[src/rtl/dual_page_map.sv]
module dual_page_map #(
  parameter logic [15:0] OVL_PORT  = 16'h00F4,
  parameter logic [15:0] CTL_PORT  = 16'h00FF,
  parameter logic [15:0] BANK_PORT = 16'h7FFD
) (
  input  logic        clk,
  input  logic        rst_n,
  input  logic [15:0] io_addr,
  input  logic        io_wr,
  input  logic [7:0]  io_wdata,
  output logic        io_hit,
  output logic [7:0]  io_rdata,
  input  logic [15:0] cpu_addr,
  output logic [1:0]  mem_sel,
  output logic [17:0] mem_addr,
  output logic        contended,
  output logic        video_shadow
);
  localparam logic [1:0] SEL_ROM = 2'd0, SEL_HOME = 2'd1, SEL_DOCK = 2'd2, SEL_EX = 2'd3;

  logic [7:0] ovl_q, ctl_q, bank_q;
  logic [3:0] home_bank;
  logic [2:0] sec;
  logic       use_ovl, leak;

  wire hit_ovl  = (io_addr == OVL_PORT);
  wire hit_ctl  = (io_addr == CTL_PORT);
  wire hit_bank = (io_addr == BANK_PORT);
  wire locked   = bank_q[5];

  always_ff @(posedge clk) begin
    if (!rst_n) begin
      ovl_q  <= '0;
      ctl_q  <= '0;
      bank_q <= '0;
    end else if (io_wr) begin
      if (hit_ovl)              ovl_q  <= io_wdata;
      if (hit_ctl)              ctl_q  <= io_wdata;
      if (hit_bank && !locked)  bank_q <= io_wdata;
    end
  end

  assign io_hit   = hit_ovl | hit_ctl | hit_bank;
  assign io_rdata = hit_ovl ? ovl_q : hit_ctl ? ctl_q : hit_bank ? bank_q : 8'h00;

  assign sec  = cpu_addr[15:13];
  assign leak = bank_q[0] && ((sec == 3'd6 && ovl_q[2]) || (sec == 3'd7 && ovl_q[3]));
  assign use_ovl = ovl_q[sec] | leak;

  always_comb begin
    case (cpu_addr[15:14])
      2'd1:    home_bank = 4'd5;
      2'd2:    home_bank = 4'd8;
      default: home_bank = {1'b0, bank_q[2:0]};
    endcase
  end

  always_comb begin
    if (use_ovl) begin
      mem_sel  = ctl_q[7] ? SEL_EX : SEL_DOCK;
      mem_addr = {2'b00, cpu_addr};
    end else if (cpu_addr[15:14] == 2'd0) begin
      mem_sel  = SEL_ROM;
      mem_addr = {3'b000, bank_q[4], cpu_addr[13:0]};
    end else begin
      mem_sel  = SEL_HOME;
      mem_addr = {home_bank, cpu_addr[13:0]};
    end
  end

  assign contended    = (mem_sel == SEL_HOME) && home_bank[0];
  assign video_shadow = bank_q[3];

  assert_lock_hold_R9: assert property (@(posedge clk) disable iff (!rst_n)
    (locked && io_wr && io_addr == BANK_PORT) |=> $stable(bank_q));

  assert_readback_R2: assert property (@(posedge clk) disable iff (!rst_n)
    (io_wr && io_addr == OVL_PORT) |=> (ovl_q == $past(io_wdata)));

  assert_miss_no_write_R2: assert property (@(posedge clk) disable iff (!rst_n)
    (io_wr && io_addr != OVL_PORT && io_addr != CTL_PORT && io_addr != BANK_PORT)
      |=> ($stable(ovl_q) && $stable(ctl_q) && $stable(bank_q)));

  assert_contend_home_R7: assert property (@(posedge clk) disable iff (!rst_n)
    contended |-> (mem_sel == SEL_HOME));

  assert_exclusive_R5: assert property (@(posedge clk) disable iff (!rst_n)
    !(ctl_q[7] && mem_sel == SEL_DOCK) && !(!ctl_q[7] && mem_sel == SEL_EX));

  assert_rom_window_R3: assert property (@(posedge clk) disable iff (!rst_n)
    (mem_sel == SEL_ROM) |-> (cpu_addr[15:14] == 2'd0));
endmodule

[config.mk]
export PLATFORM = sky130hd
export DESIGN_NAME = dual_page_map
export DESIGN_NICKNAME = d
export VERILOG_FILES = /design/src/rtl/dual_page_map.sv
export SDC_FILE = /design/constraint.sdc
export NUM_CORES = 1
export LEC_CHECK = 0
export ABC_AREA = 1
export BUFFER_PORTS_ARGS = -buffer_cell sky130_fd_sc_hd__buf_4
export CORE_UTILIZATION = 40
export DETAILED_ROUTE_END_ITERATION = 8
export PLACE_DENSITY_LB_ADDON = 0.15
export RECOVER_POWER = 25
export SYNTH_ARGS = -nofsm -noshare
export SYNTH_HDL_FRONTEND = slang
export SYNTH_SLANG_ARGS = --single-unit
[constraint.sdc]
create_clock -name clk -period 1 [get_ports clk]
set_input_delay 0.1 -clock clk [delete_from_list [all_inputs] [get_ports clk]]
set_output_delay 0.1 -clock clk [all_outputs]
set_load 0.01 [all_outputs]
Word level (Yosys, flattened, before mapping):

Index checks and enable logic that the tools add are counted.

* latch bits: 0
* register bits after elaboration: 24
* memories: 0
* output and inout port bits: 31
* bits in read-only memories: 0
* RAM bits: 0

* divide/modulo/power cells: 0
* reductions and logical operators: 11
* shift-type cells: 0
* bitwise gates (word level): 3
* $lt $le $gt $ge: 1
* mux-type cells: 11
* $add $sub $neg: 0
* multiply operators: 0
* equal/unequal tests: 8

Operators with widths (number)
* 18-bit 2-to-1 mux: 2
* 16-bit by 8-bit == test with 1-bit output, second input constant: 2
* 8-bit 2-to-1 mux: 3
* 16-bit by 15-bit == test with 1-bit output, second input constant: 1
* 4-bit case mux with 2 select lines: 1
* 3-bit == test, second input constant: 2
* 2-bit AND reduction: 3
* 1-bit logical AND: 5
* 2-bit by 1-bit == test with 1-bit output, second input constant: 2
* 3-bit by 4-bit less-than comparator with 1-bit output, second input constant: 1
* 1-bit binary-select mux with 3-bit select: 1
* 1-bit 2-to-1 mux: 3
* 1-bit OR: 3
* 2-bit == test, second input constant: 1
* 2-bit logical NOT: 1
* 2-bit 2-to-1 mux: 1
* 1-bit logical NOT: 1
* 1-bit logical OR: 1

Longest topological paths before layout:

* depth in word-level cells: 8
* mapped depth: 9
* depth with buffers taken out: 9

Least setup slack after synthesis:

No wires, ideal clock.

* kind: register to output
* start: reg bank_q[0]
* end: out mem_sel[0]
* buffers on the path: 0
* setup slack: -0.143 ns
* data arrival time: 1.043 ns
* stages on the path, launching flop included: 9
* data required time: 0.900 ns
* path through: dfxtp_1 -> inv_1 -> nand2_1 -> nand3_1 -> nand2_1 -> nand2_1 -> nand2_1 -> inv_1 -> o21ai_0

* word-level cells in the longest chain between the ends: 3

RTL lines
* start: declaration: line 21 `logic [7:0] ovl_q, ctl_q, bank_q;`
* start signal: assignment: line 39 `if (hit_bank && !locked) bank_q <= io_wdata;`
* 1-bit logical AND: line 47 `assign leak = bank_q[0] && ((sec == 3'd6 && ovl_q[2]) || (sec == 3'd7 && ovl_q[3]));`
* 1-bit OR: line 48 `assign use_ovl = ovl_q[sec] | leak;`
* net use_ovl: line 24 `logic use_ovl, leak;`
* 2-bit 2-to-1 mux: line 59 `if (use_ovl) begin`
* end: declaration: line 14 `output logic [1:0] mem_sel,`

The timed path passes the listed nets, and every way through them passes these cells.

Worst setup path after layout:

* start: reg ovl_q[2]
* end: out mem_sel[0]

* word-level cells in the longest chain between the ends: 5

RTL lines
* start: declaration: line 21
* start signal: assignment: line 37 `if (hit_ovl) ovl_q <= io_wdata;`
* branches (longest 3 deep; another with 1-bit binary-select mux with 3-bit select)
* 1-bit OR (*): line 48
* 2-bit 2-to-1 mux (*): line 59

Every way passes the cells marked *. The select of a mux whose other input is x is not followed.

==> results.md <==
CTS:
- The clock passes through at most 2 buffers.
- After clock tree synthesis, the clock-pin slew on the worst setup and hold paths is roughly 0.090 ns.
- TritonCTS built the clock tree.
- The number of clock sinks is 24.
- Clock tree synthesis selected as its root buffer the cell sky130_fd_sc_hd__clkbuf_8.
- The number of levels the H-tree was split into is 1.
- The clock latency reported for the late side of the worst-skew pair is ~0.27 ns.
- Clock tree synthesis inserted a total of 3 buffers.

Setup path:
- The path depth of the worst reg2reg path is 5.
- The required time of the critical path is approximately 0.90 ns.
- The startpoint kind of the worst setup timing path is a register.
- The cell with the largest stage delay on the worst path is sky130_fd_sc_hd__dfxtp_2.
- The setup path with the least slack is of type register to primary output.
- The largest fanout on the critical path is 5.
- The worst path arrival time is 1.34 ns.
- The critical path goes through inv_2, nand2_1, nand3_1, nand2_1, nand2_2, nand2_4, inv_4, nand2_4, o21ai_2, buf_4.
- The worst setup path is captured at a primary output.
- The largest incremental delay on the critical path is 0.35 ns.

Routing:
- The first-iteration detailed-routing DRC count is 101.
- Dividing the detail-routed wire length by the instance count gives ~14 um.
- The number of nets still failing antenna checks after routing is 0.
- The first TritonRoute pass finished after 4 iterations.
- The via density per instance is slightly below 5.
- Summed over all layers, the routed wires come to between 5000 and 6000 um.
- Detailed routing inserted a total of 2144 vias.
- The remaining routing DRC violations is 0.

Power:
- The overall power consumption is roughly 2.3 mW.
- VDD sags by at most between 700 and 800 uV.
- The clock network burns 38.1% of the power.
- The power per standard cell area is about 750 mW/mm^2.
- Net switching is 25.4% of the power.
- The internal portion of total power is between 1.5 and 2 mW.
- The share of power burned in registers is a little over two fifths.
- Per report_power, the combinational group accounts for between 20% and 30% of the total.
- The analysis attributes to cell leakage a power of 1.60 nW.
- The switching power is 582 uW.

Place:
- The placed instances occupy a cell area of roughly 0.0024 sq mm.
- Once placement completed, the tool counted placed cells totaling between 400 and 500.
- The final weighted congestion of routability-driven global placement is 0.861.
- At the placement stage, the worst setup path has a slack of -0.313 ns.
- The count of buffers added on input and output ports is 47.
- The HPWL after detailed placement is between 3000 and 4000 um.

Job:
- The number of maximum-capacitance constraint violations is 0.

Timing:
- The worst-case clock skew is about 0.0015 ns.
- The maximum clock frequency is around 690 MHz.
- At the pin with the least slew margin, the transition time is 0.337 ns.
- Counting I/O delays and the setup requirement, the final critical path takes ~1.4 ns.
- The post-layout worst setup margin is -0.440 ns.
- The portion of the clock cycle consumed by the worst path in the final layout is 144%.
- The number of slew-limit violations in the final report is 0.
- The tightest slew margin relative to the limit is slightly below 80%.
- The final-report hold violation count is 0.
- Setup violations remaining at the end of the flow were counted as 23.
- Adding up every negative setup slack in the final design gives -5.20 ns.
- Setup repair after global routing could not meet its margin everywhere.
- The tightest hold path in the finished design has a slack of 0.0701 ns.

Global routing:
- Entering global routing, the biggest net connects 18 pins.
- The global-route wire length before repair is about 8000 um.
- The aggregate global routing overflow is 0.
- In the global route stage, overall resource usage came out at 23.0%.
- The number of antenna violations at the first check in global routing is 0.
- The via count of the first global-routing pass is about 1.8k.

Yosys:
- The share of the yosys chip area belonging to registers is between 20% and 30%.
- Synthesis produced a netlist whose cell count is slightly above 300.
- The net count after synthesis is 350.
- During synthesis, Yosys emitted a total of 0 warnings.
- Synthesis inferred 24 register bits.
- The mapped netlist covers roughly 0.0018 sq mm.
- Counting distinct cell types in the post-synthesis netlist gives 26.
- In this run the mean area of a mapped cell was between 5 and 6 sq um.

Finish:
- After the last flow step, the layout net total stands at ~430.
- The non-filler instance count after layout is ~430.
- The finished cells cover between 0.003 and 0.004 sq mm.
- Once layout is complete, the utilization of the core stands at roughly three quarters.
- The layout has 314 filler cells.
- The number of antenna cells inserted is 0.
- Cells with a size suffix above 1 make up 51.8% of the layout.
- The relative area change from synthesis to final layout is 70.5%.

Die:
- The effective utilization at floorplan is a little over two fifths.
- The floorplan step defined a die boundary enclosing 0.00474 sq mm.
- The die is slightly below 70 um wide.
- 74 I/O pins were placed.
- The floorplan has 23 rows.
- The core region is 0.00414 sq mm.
- From bottom edge to top edge, the die measures between 60 and 70 um.

Min path:
- The worst hold-check path type is primary input to register.
- The instance count along the most critical hold path is 3.

Outcome:
- The checks that failed: setup timing.
- The flow ran to the end, but the final reports show violations.
[registers in the layout, indices dropped and copies added (netlist names)]
name    count
bank_q      8
ovl_q       8
ctl_q       8
[layout by cell type, fill, tap and decap left out, drive strengths merged]
cell type  count
nand4          8
nand2        103
buf           93
nor2          47
bufinv         1
clkbuf         3
nor3           1
nand3b         2
ha             3
a21oi         12
o21ai          3
clkinv         4
and2           1
nand3         28
dfxtp         24
inv           49
[worst paths after layout]
check | startpoint | endpoint | slack (ns)
worst max register to register | bank_q[5] | bank_q[1] | 0.08
worst min register to register | ctl_q[0] | ctl_q[0] | 0.48
worst max-delay path | ovl_q[2] | mem_sel[0] | -0.44
worst min-delay path | io_wdata[6] | ovl_q[6] | 0.07
[worst max-delay path: cells and delay by family (launching register included)]
kind	cells	cell delay (ns)
buf+inv	3	0.21
flops	1	0.35
compound gates	1	0.06
simple gates	6	0.44
[cell type report]
class | instances | area (sq um) | share of cell area (%)
clock buffer | 3 | 41.3 | 1.36
timing repair inverter | 1 | 16.3 | 0.534
clock inverter | 1 | 30.0 | 0.986
multi-input combinational | 208 | 1350 | 44.4
sequential | 24 | 489 | 16.1
inverter | 52 | 225 | 7.39
timing repair buffer | 93 | 831 | 27.3
tap | 50 | 62.6 | 2.05
[power by group through the flow]
stage	clock network, mW	logic (mW)	registers [mW]
3_3_place_gp	0	0.350	0.977
4_1_cts	0.882	0.398	0.954
5_1_grt	0.929	0.507	0.955
6_report	0.874	0.467	0.954
3_5_place_dp	0	0.352	0.977
2_1_floorplan	0	0.214	0.977
[logic make-up after synthesis]
family	after synthesis	share of synthesized area (%)
adder cells (fa/ha/maj)	3	2.10
AO/OA/AOI/OAI	15	4.20
AND/OR/NAND/NOR	189	47.3
flip-flops	24	26.9
buffers and inverters	73	19.5
[layer usage]
| layer | global-route usage [%] | wire length (um) | part of all wire [%] | vias to the layer above |
|---|---|---|---|---|
| met2 | 42.3 | 3060 | 52 | 73 |
| met3 | 3.95 | 349 | 6.0 | 12 |
| met5 | 0 | 0 | 0 | - |
| li1 | - | - | - | 1067 |
| met1 | 27.5 | 2320 | 40 | 992 |
| met4 | 5.87 | 115 | 2.0 | 0 |
[synthesized netlist by cell type]
| library cell | count | area [sq um] |
|---|---|---|
| sky130_fd_sc_hd__buf_2 | 1 | 5.00 |
| sky130_fd_sc_hd__nor2_4 | 2 | 22.5 |
| sky130_fd_sc_hd__buf_4 | 15 | 113 |
| sky130_fd_sc_hd__nand3_4 | 1 | 17.5 |
| sky130_fd_sc_hd__nand3_1 | 24 | 120 |
| sky130_fd_sc_hd__o21ai_0 | 3 | 15.0 |
| sky130_fd_sc_hd__clkbuf_1 | 3 | 11.3 |
| sky130_fd_sc_hd__nand3_2 | 2 | 20.0 |
| sky130_fd_sc_hd__nor2_2 | 2 | 12.5 |
| sky130_fd_sc_hd__nand2_1 | 100 | 375 |
| sky130_fd_sc_hd__nand3b_1 | 2 | 15.0 |
| sky130_fd_sc_hd__and2_0 | 1 | 6.26 |
| sky130_fd_sc_hd__nand2_2 | 2 | 12.5 |
| sky130_fd_sc_hd__clkinv_1 | 2 | 7.51 |
| sky130_fd_sc_hd__clkinv_2 | 1 | 5.00 |
| sky130_fd_sc_hd__buf_6 | 2 | 22.5 |
| sky130_fd_sc_hd__dfxtp_1 | 24 | 480 |
| sky130_fd_sc_hd__nor3_1 | 1 | 5.00 |
| sky130_fd_sc_hd__nor2_8 | 1 | 20.0 |
| sky130_fd_sc_hd__inv_1 | 48 | 180 |
| sky130_fd_sc_hd__inv_2 | 1 | 3.75 |
| sky130_fd_sc_hd__ha_1 | 3 | 37.5 |
| sky130_fd_sc_hd__a21oi_1 | 12 | 60.1 |
| sky130_fd_sc_hd__nand2_4 | 1 | 11.3 |
| sky130_fd_sc_hd__nor2_1 | 42 | 158 |
| sky130_fd_sc_hd__nand4_1 | 8 | 50.1 |
[repair_timing]
item                       CTS  global route
hold buffers                 0             0
pin swaps                   35            34
resized for setup           79            62
setup buffers                4            11
gates cloned                 1             1
setup endpoints to repair   16            39
Power figures use the tool's default switching activity.
